$ cat config.mk
export PLATFORM = sky130hd
export DESIGN_NAME = cart_bank_decoder
export DESIGN_NICKNAME = d
export VERILOG_FILES = /design/src/rtl/cbd_pkg.sv /design/src/rtl/cbd_ctrl_regs.sv /design/src/rtl/cbd_chr_regs.sv /design/src/rtl/cbd_addr_map.sv /design/src/rtl/cart_bank_decoder.sv
export SDC_FILE = /design/constraint.sdc
export NUM_CORES = 1
export LEC_CHECK = 0
export ABC_CLOCK_PERIOD_IN_PS = 2500
export BUFFER_PORTS_ARGS = -buffer_cell sky130_fd_sc_hd__buf_2
export CORE_UTILIZATION = 54
export CTS_CLUSTER_SIZE = 12
export DETAILED_ROUTE_END_ITERATION = 12
export PLACE_DENSITY = 0.88
export REMOVE_ABC_BUFFERS = 1
export SYNTH_ARGS = -nofsm -noshare
export SYNTH_HDL_FRONTEND = slang
export SYNTH_SLANG_ARGS = --single-unit
$ cat constraint.sdc
create_clock -name clk -period 2.5 [get_ports clk]
set_clock_uncertainty 0.1 [all_clocks]
set_input_delay 0.375 -clock clk [delete_from_list [all_inputs] [get_ports clk]]
set_output_delay 0.375 -clock clk [all_outputs]
set_load 0.02 [all_outputs]
$ cat src/rtl/cbd_pkg.sv
package cbd_pkg;

  typedef enum logic [1:0] {
    MIR_VERT   = 2'd0,
    MIR_HORZ   = 2'd1,
    MIR_ONE_LO = 2'd2,
    MIR_ONE_HI = 2'd3
  } mirror_e;

  localparam logic [3:0] PG_SW_A   = 4'h8;
  localparam logic [3:0] PG_CTRL   = 4'h9;
  localparam logic [3:0] PG_FIX_A  = 4'hA;
  localparam logic [3:0] PG_CHR_LO = 4'hB;

  typedef struct packed {
    logic hit;
    logic odd;
    logic hi;
  } nib_sel_t;

  // Map a low address nibble to the character register slot and the nibble it writes
  function automatic nib_sel_t decode_nib(input logic [3:0] off);
    nib_sel_t s;
    case (off)
      4'h0:       s = '{hit: 1'b1, odd: 1'b0, hi: 1'b0};
      4'h2, 4'h8: s = '{hit: 1'b1, odd: 1'b0, hi: 1'b1};
      4'h1, 4'h4: s = '{hit: 1'b1, odd: 1'b1, hi: 1'b0};
      4'h3, 4'hC: s = '{hit: 1'b1, odd: 1'b1, hi: 1'b1};
      default:    s = '{hit: 1'b0, odd: 1'b0, hi: 1'b0};
    endcase
    return s;
  endfunction

endpackage

$ cat src/rtl/cbd_ctrl_regs.sv
module cbd_ctrl_regs #(
  parameter int PRG_BANKS = 16,
  parameter int PRG_BW    = 4
) (
  input  logic                  clk,
  input  logic                  rst,
  input  logic                  we,
  input  logic [3:0]            page,
  input  logic [3:0]            off,
  input  logic [7:0]            data,
  output logic [4*PRG_BW-1:0]   prg_bank_flat,
  output logic [1:0]            mirror_mode,
  output logic                  swap_mode
);
  import cbd_pkg::*;

  localparam logic [PRG_BW-1:0] BANK_LAST = PRG_BW'(PRG_BANKS - 1);
  localparam logic [PRG_BW-1:0] BANK_PEN  = PRG_BW'(PRG_BANKS - 2);
  localparam logic [PRG_BW-1:0] BANK_ONE  = PRG_BW'(1);

  logic [PRG_BW-1:0] win8_q, winc_q, wina_q;
  logic              swap_q;
  mirror_e           mir_q;

  logic sel_ctrl, sel_mode, sel_mir;
  assign sel_ctrl = we && (page == PG_CTRL);
  assign sel_mode = sel_ctrl && ((off == 4'h1) || (off == 4'h4));
  assign sel_mir  = sel_ctrl && (off == 4'h0);

  logic unused_data;
  assign unused_data = ^data;

  always_ff @(posedge clk) begin
    if (rst) begin
      win8_q <= '0;
      winc_q <= BANK_PEN;
      wina_q <= BANK_ONE;
      swap_q <= 1'b0;
      mir_q  <= MIR_VERT;
    end else begin
      if (we && page == PG_FIX_A)
        wina_q <= data[PRG_BW-1:0];
      if (we && page == PG_SW_A) begin
        if (swap_q) winc_q <= data[PRG_BW-1:0];
        else        win8_q <= data[PRG_BW-1:0];
      end
      if (sel_mode) begin
        swap_q <= data[1];
        if (data[1] != swap_q) begin
          win8_q <= winc_q;
          winc_q <= win8_q;
        end
      end
      if (sel_mir)
        mir_q <= mirror_e'(data[1:0]);
    end
  end

  assign prg_bank_flat = {BANK_LAST, winc_q, wina_q, win8_q};
  assign mirror_mode   = mir_q;
  assign swap_mode     = swap_q;

endmodule

$ cat src/rtl/cbd_chr_regs.sv
module cbd_chr_regs #(
  parameter int CHR_BW = 7,
  parameter int N_REGS = 8
) (
  input  logic                     clk,
  input  logic                     rst,
  input  logic                     we,
  input  logic [3:0]               page,
  input  logic [3:0]               off,
  input  logic [3:0]               nib,
  output logic [N_REGS*CHR_BW-1:0] chr_bank_flat
);
  import cbd_pkg::*;

  nib_sel_t sel;
  assign sel = decode_nib(off);

  for (genvar k = 0; k < N_REGS; k++) begin : g_reg
    localparam logic [3:0] MY_PAGE = PG_CHR_LO + 4'(k / 2);
    localparam logic       MY_ODD  = 1'(k % 2);

    logic [7:0] q;
    logic       hit;
    assign hit = we && (page == MY_PAGE) && sel.hit && (sel.odd == MY_ODD);

    always_ff @(posedge clk) begin
      if (rst)          q <= '0;
      else if (hit) begin
        if (sel.hi) q[7:4] <= nib;
        else        q[3:0] <= nib;
      end
    end

    logic unused_q;
    assign unused_q = ^q;
    assign chr_bank_flat[k*CHR_BW +: CHR_BW] = q[CHR_BW-1:0];
  end

endmodule

$ cat src/rtl/cbd_addr_map.sv
module cbd_addr_map #(
  parameter int PRG_BW = 4,
  parameter int CHR_BW = 7
) (
  input  logic                  clk,
  input  logic                  rst,
  input  logic [14:0]           cpu_addr,
  input  logic [12:0]           ppu_addr,
  input  logic [4*PRG_BW-1:0]   prg_bank_flat,
  input  logic [8*CHR_BW-1:0]   chr_bank_flat,
  output logic [PRG_BW+12:0]    prg_rom_addr,
  output logic [CHR_BW+9:0]     chr_rom_addr
);
  logic [PRG_BW-1:0] prg_sel;
  logic [CHR_BW-1:0] chr_sel;

  assign prg_sel = prg_bank_flat[cpu_addr[14:13]*PRG_BW +: PRG_BW];
  assign chr_sel = chr_bank_flat[ppu_addr[12:10]*CHR_BW +: CHR_BW];

  always_ff @(posedge clk) begin
    if (rst) begin
      prg_rom_addr <= '0;
      chr_rom_addr <= '0;
    end else begin
      prg_rom_addr <= {prg_sel, cpu_addr[12:0]};
      chr_rom_addr <= {chr_sel, ppu_addr[9:0]};
    end
  end

endmodule

$ cat src/rtl/cart_bank_decoder.sv
module cart_bank_decoder #(
  parameter int PRG_BANKS = 16,
  parameter int CHR_BANKS = 128,
  localparam int PRG_BW   = $clog2(PRG_BANKS),
  localparam int CHR_BW   = $clog2(CHR_BANKS)
) (
  input  logic                 clk,
  input  logic                 rst,
  input  logic                 cpu_we,
  input  logic [15:0]          cpu_addr,
  input  logic [7:0]           cpu_data,
  input  logic [12:0]          ppu_addr,
  output logic [4*PRG_BW-1:0]  prg_bank_flat,
  output logic [8*CHR_BW-1:0]  chr_bank_flat,
  output logic [1:0]           mirror_mode,
  output logic [PRG_BW+12:0]   prg_rom_addr,
  output logic [CHR_BW+9:0]    chr_rom_addr
);
  logic [3:0] page, off;
  logic       swap_mode;

  assign page = cpu_addr[15:12];
  assign off  = cpu_addr[3:0];

  cbd_ctrl_regs #(.PRG_BANKS(PRG_BANKS), .PRG_BW(PRG_BW)) u_ctrl (
    .clk(clk), .rst(rst), .we(cpu_we), .page(page), .off(off), .data(cpu_data),
    .prg_bank_flat(prg_bank_flat), .mirror_mode(mirror_mode), .swap_mode(swap_mode)
  );

  cbd_chr_regs #(.CHR_BW(CHR_BW), .N_REGS(8)) u_chr (
    .clk(clk), .rst(rst), .we(cpu_we), .page(page), .off(off), .nib(cpu_data[3:0]),
    .chr_bank_flat(chr_bank_flat)
  );

  cbd_addr_map #(.PRG_BW(PRG_BW), .CHR_BW(CHR_BW)) u_map (
    .clk(clk), .rst(rst), .cpu_addr(cpu_addr[14:0]), .ppu_addr(ppu_addr),
    .prg_bank_flat(prg_bank_flat), .chr_bank_flat(chr_bank_flat),
    .prg_rom_addr(prg_rom_addr), .chr_rom_addr(chr_rom_addr)
  );

endmodule

# Yosys cells after proc, flatten, opt, wreduce, memory -nomap -nowiden
# Index checks and enable logic that the tools add are counted.
dict set report word_totals {
  regBits 105
  output_inout_bits 108
}
dict set report classes {
  mul 1
  n_eq_ne 14
  shifts 2
  muxes 9
  bitwise_logic 2
  reduce_logical 42
}
# operator n
set op_table {}
lappend op_table {{56-bit by 7-bit variable part select with 7-bit output} 1}
lappend op_table {{4-bit equality test, second input constant} 9}
lappend op_table {{4-bit 2-to-1 mux} 8}
lappend op_table {{2-bit AND reduction} 16}
lappend op_table {{1-bit logical AND} 21}
lappend op_table {{16-bit by 5-bit variable part select with 4-bit output} 1}
lappend op_table {{3-bit one-hot mux with 4 select lines} 1}
lappend op_table {{4-bit by 2-bit equality test with 1-bit output, second input constant} 2}
lappend op_table {{3-bit by 3-bit multiplier with 6-bit output, second input constant} 1}
lappend op_table {{2-bit OR reduction} 3}
lappend op_table {{4-bit by 1-bit equality test with 1-bit output, second input constant} 1}
lappend op_table {{4-bit by 3-bit equality test with 1-bit output, second input constant} 1}
lappend op_table {{4-bit logical NOT} 1}
lappend op_table {{1-bit NOT} 2}
lappend op_table {{1-bit logical OR} 1}
lappend op_table {{1-bit != test} 1}

# Longest topological paths before layout
# Gate-level depths: netlist of the first run.
dict set report logic_depth {
  depth_word 6
  ltp_mapped 7
}

# Modules after synthesis
# From an unflattened synthesis of the first run, not the netlist that was laid out.
dict set report hier_totals {
  hier_cells 392
  hier_area_um2 4519.3
}
# module n_inst cells_each area_each_um2 seq_area_each_um2
set by_module_without_submodules {}
lappend by_module_without_submodules {cbd_chr_regs 1 218 2328.5 1121.1}
lappend by_module_without_submodules {cbd_addr_map 1 100 1426.4 680.7}
lappend by_module_without_submodules {cbd_ctrl_regs 1 74 764.5 300.3}

# Worst setup path before layout of the first run
# Ideal clock, no wire load.
dict set report synth_path {
  path_type {input port to flip-flop}
  startpoint {in ppu_addr[10]}
  endpoint {reg u_map.chr_rom_addr[10]}
  t_arrival_ns 1.373
  required_time_ns 2.271
  slack_ns 0.897
  cell_stages 5
  path_buffers 2
  path_cell_list {buf_2 buf_6 mux4_2 mux2i_1 nor2_1}
}
dict set report synth_between {
  elab_chain_cells 2
}
# item line_no
set synth_lines {}
lappend synth_lines {{from (decl)} cart_bank_decoder.sv:12} ;# input logic [12:0] ppu_addr,
lappend synth_lines {{3-bit by 3-bit multiplier with 6-bit output} cbd_addr_map.sv:18} ;# assign chr_sel = chr_bank_flat[ppu_addr[12:10]*CHR_BW +: CHR_BW];
lappend synth_lines {{56-bit by 7-bit variable part select with 7-bit output} cbd_addr_map.sv:18}
lappend synth_lines {{to (signal assigned)} cbd_addr_map.sv:26} ;# chr_rom_addr <= {chr_sel, ppu_addr[9:0]};
lappend synth_lines {{to (decl)} cbd_addr_map.sv:12} ;# output logic [CHR_BW+9:0] chr_rom_addr
# Every way passes these cells.
# A chain may end at the register's enable or synchronous reset.

# Worst setup path after layout of the first run
dict set report layout_path {
  startpoint {in cpu_addr[14]}
  endpoint {reg u_ctrl.winc_q[3]}
}
dict set report layout_between {
  elab_chain_cells 5
  elab_cells_between_ends 8
}
# item line_no
set layout_lines {}
lappend layout_lines {{from (decl)} cart_bank_decoder.sv:10} ;# input logic [15:0] cpu_addr,
lappend layout_lines {{4-bit equality test} cbd_ctrl_regs.sv:43} ;# if (we && page == PG_SW_A) begin
lappend layout_lines {{1-bit logical AND} cbd_ctrl_regs.sv:43}
lappend layout_lines {{4-bit 2-to-1 mux} cbd_ctrl_regs.sv:43}
lappend layout_lines {{4-bit 2-to-1 mux} cbd_ctrl_regs.sv:49} ;# if (data[1] != swap_q) begin
lappend layout_lines {{4-bit 2-to-1 mux (*)} cbd_ctrl_regs.sv:47} ;# if (sel_mode) begin
lappend layout_lines {{to (signal assigned)} cbd_ctrl_regs.sv:44} ;# if (swap_q) winc_q <= data[PRG_BW-1:0];
lappend layout_lines {{to (signal assigned)} cbd_ctrl_regs.sv:51} ;# winc_q <= win8_q;
lappend layout_lines {{to (decl)} cbd_ctrl_regs.sv:21} ;# logic [PRG_BW-1:0] win8_q, winc_q, wina_q;
# Every way passes the cells marked *; elsewhere a longest branch is shown, timed or not.

==> metrics.txt, run 1 <==
Post-synth EDFFs 0; total gr overflow 0; CP Class in -> reg; Max Fclk 0.611 GHz; number of synthesized register bits 105; CP max FO 14; cts repair resizes 0; Root Buffer clkbuf_8; commonest cells in the netlist dfxtp_1 (105), mux2i_1 (63), nand2b_1 (41); DIE HEIGHT 93.4 µm; syn_area_per_cell 10.8 µm²; largest net degree at the start of global routing 70; Hold Fails Final Rpt 0; Inserted Diodes 0; Main synth FF type dfxtp_1; Post-Place Setup Slack 543 ps; Row Count 32; post-synth cell types 46; Max Root-Sink Buffers 2; area share of the largest cell type after synthesis 0.466; Post-synth ARST share 0; fin crit share 0.654; CTS Sinks 105; Die X 93.4 µm; CTS Hold Bufs 0; Residual DRC 0; port bufs 139; antenna violations before repair 0; Cells after Synth 416; CP Launch Type input pin; Slew HR 0.610; unrepaired setup endpoints after global routing no; Core ar. 0.00789 mm²; Max Transition Viols Final 0; Worst Tran Pin Value 584 ps; r2r startpoint u_ctrl.swap_mode$_SDFFE_PP0P_; Seq/Total Area, Yosys 0.466; CTS H-tree depth 3; via/cell ratio 5.53; die area 0.00872 mm²; fillers 645; share of cells above drive strength 1 0.351; Max Cap Viol 0; Setup TNS 0 ps; global-route wire length before repair 16900 µm; CTS clk-pin slew, worst paths 110 ps; Clk Latency, worst-skew pair 370 ps; ranking of synthesized cells by area dfxtp_1 (47%), mux2i_1 (14%), mux4_2 (7.0%); critical hold path startpoint cpu_addr[10]; Hold/Removal Path Class in -> reg; dpl hpwl 7570 µm; Post-Route WL 10600 µm; Initial Utilization 0.572; # IOs 148; final setup fails 0; Req. time, crit path 2700 ps; routed vias 3553; min cycle time layout 1640 ps; critical path endpoint category register; Layout area overhead 19.5%; maximum vdd drop 0.297 mV; postcts setup bufs 0; outcome finished, final reports clean; final-stage net count 576; pwr dens 574 mW/mm²; WP data arrival 1840 ps; gr usage total 0.251; TritonCTS clock tree done; Placer Congestion 0.810; static leakage power 2.68 nW; drt pass-1 iters 4; Syn Std Cell Area 0.00451 mm²; Synth area leader dfxtp_1; Wirelength per Cell 16.5 µm; Ys Warns 0; most numerous cell in the Yosys netlist dfxtp_1; total CTS buffers 9; final worst slack 864 ps; 1st-iter DRT viols 149; number of global-route vias before repair 3370; DRT antenna net count 0; crit path from cpu_addr[14]
cell families after synthesis:
family,Yosys count,share of synthesized area
other,1,0.000832
and+or+nand+nor,161,0.218
DFF,105,0.466
AOI/OAI and AO/OA,33,0.0536
muxes,77,0.210
buffers and inverters,36,0.0441
xor gates and xnor gates,3,0.00750
cell usage in the layout, fill, tap and decap left out, types with 3 or more instances in the layout:
master    count
nand2_2       3
a21oi_1       3
nand2_1      11
nand4_1       3
o21ai_0       9
nor2_1       33
a211oi_1      4
nor3_1        6
conb_1        4
a31oi_1       5
o21bai_1      5
clkbuf_8     10
buf_2       139
mux2i_1      63
nor2b_1      29
nand2b_1     41
nand3b_1      9
mux4_2       14
dfxtp_1     105
nand3_1       6
and4b_1       3
sequential cells by signal, summed over array words and instances (netlist names):
| register | cells |
|---|---|
| u_ctrl.win8_q | 4 |
| u_chr.g.q | 56 |
| u_ctrl.swap_mode | 1 |
| u_ctrl.winc_q | 4 |
| u_ctrl.mirror_mode | 2 |
| u_map.chr_rom_addr | 17 |
| u_map.prg_rom_addr | 17 |
| u_ctrl.wina_q | 4 |
stage by stage:
stage,power (W),cell area (µm²),util,hold slack [ps],cells
after global routing,0.00321,5390,0.683,99.8,643
after CTS,0.00311,5390,0.683,98.2,643
after global placement,0.00201,5170,0.656,370,627
after floorplan,0.00188,4320,-,347,384
final,0.00309,5390,0.683,109,643
after detailed placement,0.00202,5170,0.656,382,627
report_power, final:
group          internal (W)  switching (W)
Clock              0.000505       0.000610
Combinational      0.000101       0.000170
Sequential          0.00170     0.00000851
per-layer routing:
metal | track usage | wire [µm]
met4 | 0.0731 | 164
met3 | 0.0732 | 829
met2 | 0.425 | 5160
met1 | 0.310 | 4450
met5 | 0 | 0
worst paths after layout:
kind,depth (start not counted),slack (ps),endpoint
setup / recovery,5,860,u_ctrl.winc_q[3]$_SDFF_PP1_
hold / removal,2,110,u_map.prg_rom_addr[10]$_SDFF_PP0_
setup reg to reg,4,1000,u_ctrl.winc_q[3]$_SDFF_PP1_
hold reg to reg,2,400,u_chr.g_reg[2].q[6]$_SDFFE_PP0P_
layout make-up:
type	count	area, µm²	share of cell area
Clock buffer	10	138	0.0255
Clock inverter	6	75.1	0.0139
Inverter	1	3.75	0.000697
Multi-Input combinational cell	278	2220	0.412
Sequential cell	105	2100	0.390
Tap cell	102	128	0.0237
Timing Repair Buffer	141	723	0.134
critical path, stage by stage:
cell and delay [ps]:
buf_2 170, and4bb_1 570, nand4_4 300, nor2b_1 260, a21oi_1 160
Note: power is estimated with default switching activity, not from simulation.
==> run 2, diff against run 1 <==
- ABC_CLOCK_PERIOD_IN_PS: 2500 -> 1650
- CORE_UTILIZATION: 54 -> 50
- PLACE_DENSITY: 0.88 -> 0.83
- clock period: 2.5 -> 1.65 ns (I/O delays scaled with it)
==> run 2 against run 1 <==
Sequential cell count unchanged; count of clock-buffer cells in the layout decreased by 1; cell count increased by 5.6%; register-to-register slack got worse by 870 ps; die area increased by 7.8%; sequential power increased by 51%.
==> metrics.txt, run 2 (synthesized netlist as in run 1, its figures left out) <==
leading registers by flop count u_chr.g.q (56), u_map.chr_rom_addr (17), u_map.prg_rom_addr (17); CTS H-tree depth 3; sequential power share 0.547; largest net degree at the start of global routing 31; CP Class reg -> reg; Max Cap Viol 0; static leakage power 2.80 nW; Max Fclk 0.657 GHz; DRT antenna net count 0; DP Area 0.00528 mm²; number of global-route vias before repair 3420; Sw Pwr 0.00123 W; critical path endpoint category register; Register-to-Register Path Depth 4; power consumption 0.00474 W; final setup fails 0; fillers 706; cts repair resizes 0; grt met3 use 0.0332; Clk Latency, worst-skew pair 370 ps; most common cell after layout, fill and taps aside buf_2; WHS Path Cells 2; Core ar. 0.00872 mm²; Setup TNS 0 ps; CP Launch Type register; CP max FO 14; Post-Route WL 10800 µm; Initial Utilization 0.517; gr usage total 0.227; antenna violations before repair 0; total gr overflow 0; 1st-iter DRT viols 141; fin crit share 0.923; Root Buffer clkbuf_8; TritonCTS clock tree done; drt pass-1 iters 5; Wirelength per Cell 15.9 µm; Worst Tran Pin Value 520 ps; dpl hpwl 7800 µm; routed vias 3604; Layout area overhead 25.6%; max FFs per register 56; CTS clk-pin slew, worst paths 110 ps; DIE HEIGHT 97.0 µm; # IOs 148; post-route cell area 0.00566 mm²; Reg with most FFs u_chr.g.q; pwr dens 837 mW/mm²; Max Root-Sink Buffers 2; Most Crowded Layer GR met2; outcome finished, final reports clean; Placer Congestion 0.922; maximum vdd drop 0.373 mV; Slew HR 0.653; Hold/Removal Path Class in -> reg; Inserted Diodes 0; Gate power share 0.098; WP data arrival 1730 ps; Sw Ratio 0.259; Residual DRC 0; unrepaired setup endpoints after global routing no; Die X 97.0 µm; CTS Sinks 105; most frequent cells in the layout buf_2 (139), dfxtp_1 (105), mux2i_1 (63); final worst slack 127 ps; Max Transition Viols Final 0; Hold Fails Final Rpt 0; cell internal pwr 0.00351 W; total CTS buffers 9; post-route core utilization 0.649; Post-Place Setup Slack 47.0 ps; GR met1 Demand/Resource 0.278; via/cell ratio 5.31; Row Count 34; port bufs 139; share of cells above drive strength 1 0.356; Req. time, crit path 1860 ps; met2 Track Usage GR 0.398; final-stage net count 606; min cycle time layout 1520 ps; global-route wire length before repair 16900 µm; Clk pwr share 0.355; die area 0.00940 mm²
==> run 2: cell type report <==
type	count	area, µm²	area share
Clock buffer	9	124	0.0219
Clock inverter	7	87.6	0.0155
Inverter	1	3.75	0.000663
Multi-Input combinational cell	278	2220	0.392
Sequential cell	105	2100	0.371
Tap cell	108	135	0.0239
Timing Repair Buffer	171	991	0.175
==> run 2: critical path, stage by stage (launching register included) <==
cell	delay [ps]
dfxtp_1	450
xor2_1	290
nand4_4	250
nor2b_1	240
a21oi_1	150
==> run 2: final timing paths <==
kind / slack [ps] / from / end
setup / recovery: 130 / u_ctrl.swap_mode$_SDFFE_PP0P_ / u_ctrl.winc_q[3]$_SDFF_PP1_
hold / removal: 5 / cpu_addr[7] / u_map.prg_rom_addr[7]$_SDFF_PP0_
hold reg to reg: 400 / u_chr.g_reg[6].q[2]$_SDFFE_PP0P_ / u_chr.g_reg[6].q[2]$_SDFFE_PP0P_
setup reg to reg: 130 / u_ctrl.swap_mode$_SDFFE_PP0P_ / u_ctrl.winc_q[3]$_SDFF_PP1_
==> run 2: through the flow <==
| stage | hold WS (ps) | std cells |
|---|---|---|
| final | 5.35 | 679 |
| after global routing | 12.2 | 679 |
| after detailed placement | 362 | 646 |
| after floorplan | 219 | 384 |
| after global placement | 355 | 646 |
| after CTS | 1.31 | 679 |
==> run 2: power groups by stage <==
stage	Combinational, W	Clock, W	Sequential, W
3_5_place_dp	0.000431	0	0.00265
5_1_grt	0.000495	0.00182	0.00259
6_report	0.000465	0.00168	0.00259
3_3_place_gp	0.000422	0	0.00265
2_1_floorplan	0.000148	0	0.00270
4_1_cts	0.000463	0.00172	0.00259
==> run 2: what timing repair did <==
item                       in CTS  in global routing
buffers inserted                0                  0
hold buffers                   17                  0
hold endpoints to repair       17                  0
setup endpoints to repair       0                  0
==> run 2: per-layer routing <==
| metal | part of all wire | vias up |
|---|---|---|
| li1 | - | 1733 |
| met1 | 0.44 | 1727 |
| met2 | 0.50 | 127 |
| met3 | 0.045 | 17 |
| met4 | 0.018 | 0 |
| met5 | 0 | - |
==> run 3, diff against run 2 <==
- CORE_ASPECT_RATIO: default -> 1.4
- PLACE_DENSITY: 0.83 -> default
- PLACE_DENSITY_LB_ADDON: default -> 0.3
==> run 3 against run 2 <==
Hold slack worse by 1.8 ps; cell count down 1.8%; sequential cell count is the same; register-to-register slack improved by 50 ps; largest cell class unchanged.
==> metrics.txt, run 3 (synthesized netlist as in run 1, its figures left out) <==
Row Count 40; postcts setup bufs 0; largest net degree at the start of global routing 41; static leakage power 2.80 nW; gr usage total 0.239; most common cell after layout, fill and taps aside buf_2; power consumption 0.00501 W; Min Hold Slack 3.60 ps; final-stage net count 597; maximum vdd drop 0.670 mV; unrepaired setup endpoints after global routing no; Layout area overhead 24.8%; die area 0.00941 mm²; max FFs per register 56; Die X 82.3 µm; CTS Sinks 105; drt pass-1 iters 4; Max Fclk 0.679 GHz; TritonCTS clock tree done; Core ar. 0.00866 mm²; dpl hpwl 7880 µm; number of global-route vias before repair 3402; CTS H-tree depth 3; post-route core utilization 0.650; Hold Fails Final Rpt 0; DIE HEIGHT 114 µm; port bufs 139; DR WL met3 569 µm; outcome finished, final reports clean; Hold/Removal Path Class in -> reg; # IOs 148; global-route wire length before repair 16700 µm; Root Buffer clkbuf_16; Req. time, crit path 1830 ps; min cycle time layout 1470 ps; Placer Congestion 0.839; antenna violations before repair 0; Met2 Wirelength 5560 µm; top routing layer used met4; Clk Latency, worst-skew pair 350 ps; CP max FO 14; final setup fails 0; pwr dens 891 mW/mm²; Post-Route WL 10700 µm; CTS clk-pin slew, worst paths 70 ps; routed vias 3525; Wirelength per Cell 16.1 µm; Setup TNS 0 ps; most frequent cells in the layout buf_2 (139), dfxtp_1 (105), mux2i_1 (63); critical path endpoint category register; Residual DRC 0; share of cells above drive strength 1 0.363; 1st-iter DRT viols 121; total gr overflow 0; total CTS buffers 9; Max Cap Viol 0; DRT antenna net count 0; Inserted Diodes 0; Max Root-Sink Buffers 2; WL met1 4310 µm; Max Transition Viols Final 0; fin crit share 0.893; CP Launch Type register; Reg with most FFs u_chr.g.q; CP Class reg -> reg; via/cell ratio 5.28; WP data arrival 1650 ps; leading registers by flop count u_chr.g.q (56), u_map.chr_rom_addr (17), u_map.prg_rom_addr (17); Worst Tran Pin Value 500 ps; Initial Utilization 0.521; Slew HR 0.667
-- run 3: cell types whose count changed in the layout (fill, tap and decap cells not counted) --
cell / previous run / this run
bufinv_16: 1 / 0
clkinvlp_4: 2 / 1
buf_4: 14 / 16
clkbuf_1: 0 / 1
inv_6: 0 / 1
clkbuf_8: 9 / 0
dlygate4sd3_1: 17 / 6
clkbuf_16: 0 / 9
clkinv_4: 1 / 2
clkinv_2: 0 / 2
inv_8: 3 / 0
-- run 3: timing repair --
item,in CTS,in global routing
hold endpoints to repair,6,0
hold buffers,6,0
gates resized for setup,0,0
-- run 3: worst paths after layout --
path	from	slack (ps)	end	cells past startpoint
setup / recovery	u_ctrl.swap_mode$_SDFFE_PP0P_	180	u_ctrl.winc_q[3]$_SDFF_PP1_	4
hold / removal	cpu_addr[11]	4	u_map.prg_rom_addr[11]$_SDFF_PP0_	2
setup reg to reg	u_ctrl.swap_mode$_SDFFE_PP0P_	180	u_ctrl.winc_q[3]$_SDFF_PP1_	4
hold reg to reg	u_chr.g_reg[7].q[2]$_SDFFE_PP0P_	390	u_chr.g_reg[7].q[2]$_SDFFE_PP0P_	2
-- run 3: cell type report --
class                           instances  area (µm²)
Clock inverter                          6        43.8
Clock buffer                           10         229
Tap cell                              105         131
Inverter                                1        3.75
Multi-Input combinational cell        278        2220
Timing Repair Buffer                  162         896
Fill cell                             708        3030
Sequential cell                       105        2100
-- run 3: stage by stage --
step / setup WS [ps] / area (µm²) / cells
after floorplan: 222 / 4320 / 384
after global placement: 68.8 / 5290 / 645
after detailed placement: 39.8 / 5290 / 645
after CTS: 159 / 5620 / 667
after global routing: 71.5 / 5620 / 667
final: 176 / 5620 / 667
-- run 3: routing by layer --
layer  vias to the layer above  global-route usage
met4                         0               0.116
li1                       1712                   -
met3                        26              0.0574
met5                         -                   0
met1                      1670               0.272
met2                       117               0.410
-- run 3: worst max-delay path, stage by stage (launching register included) --
cell and delay (ps):
dfxtp_1 420, xor2_1 270, nand4_4 240, nor2b_1 230
a21oi_1 160
-- run 3: where the power goes --
part,internal [W],total [W],switching (W)
Sequential,0.00258,0.00259,0.0000126
Combinational,0.000184,0.000450,0.000266
Clock,0.00103,0.00198,0.000946
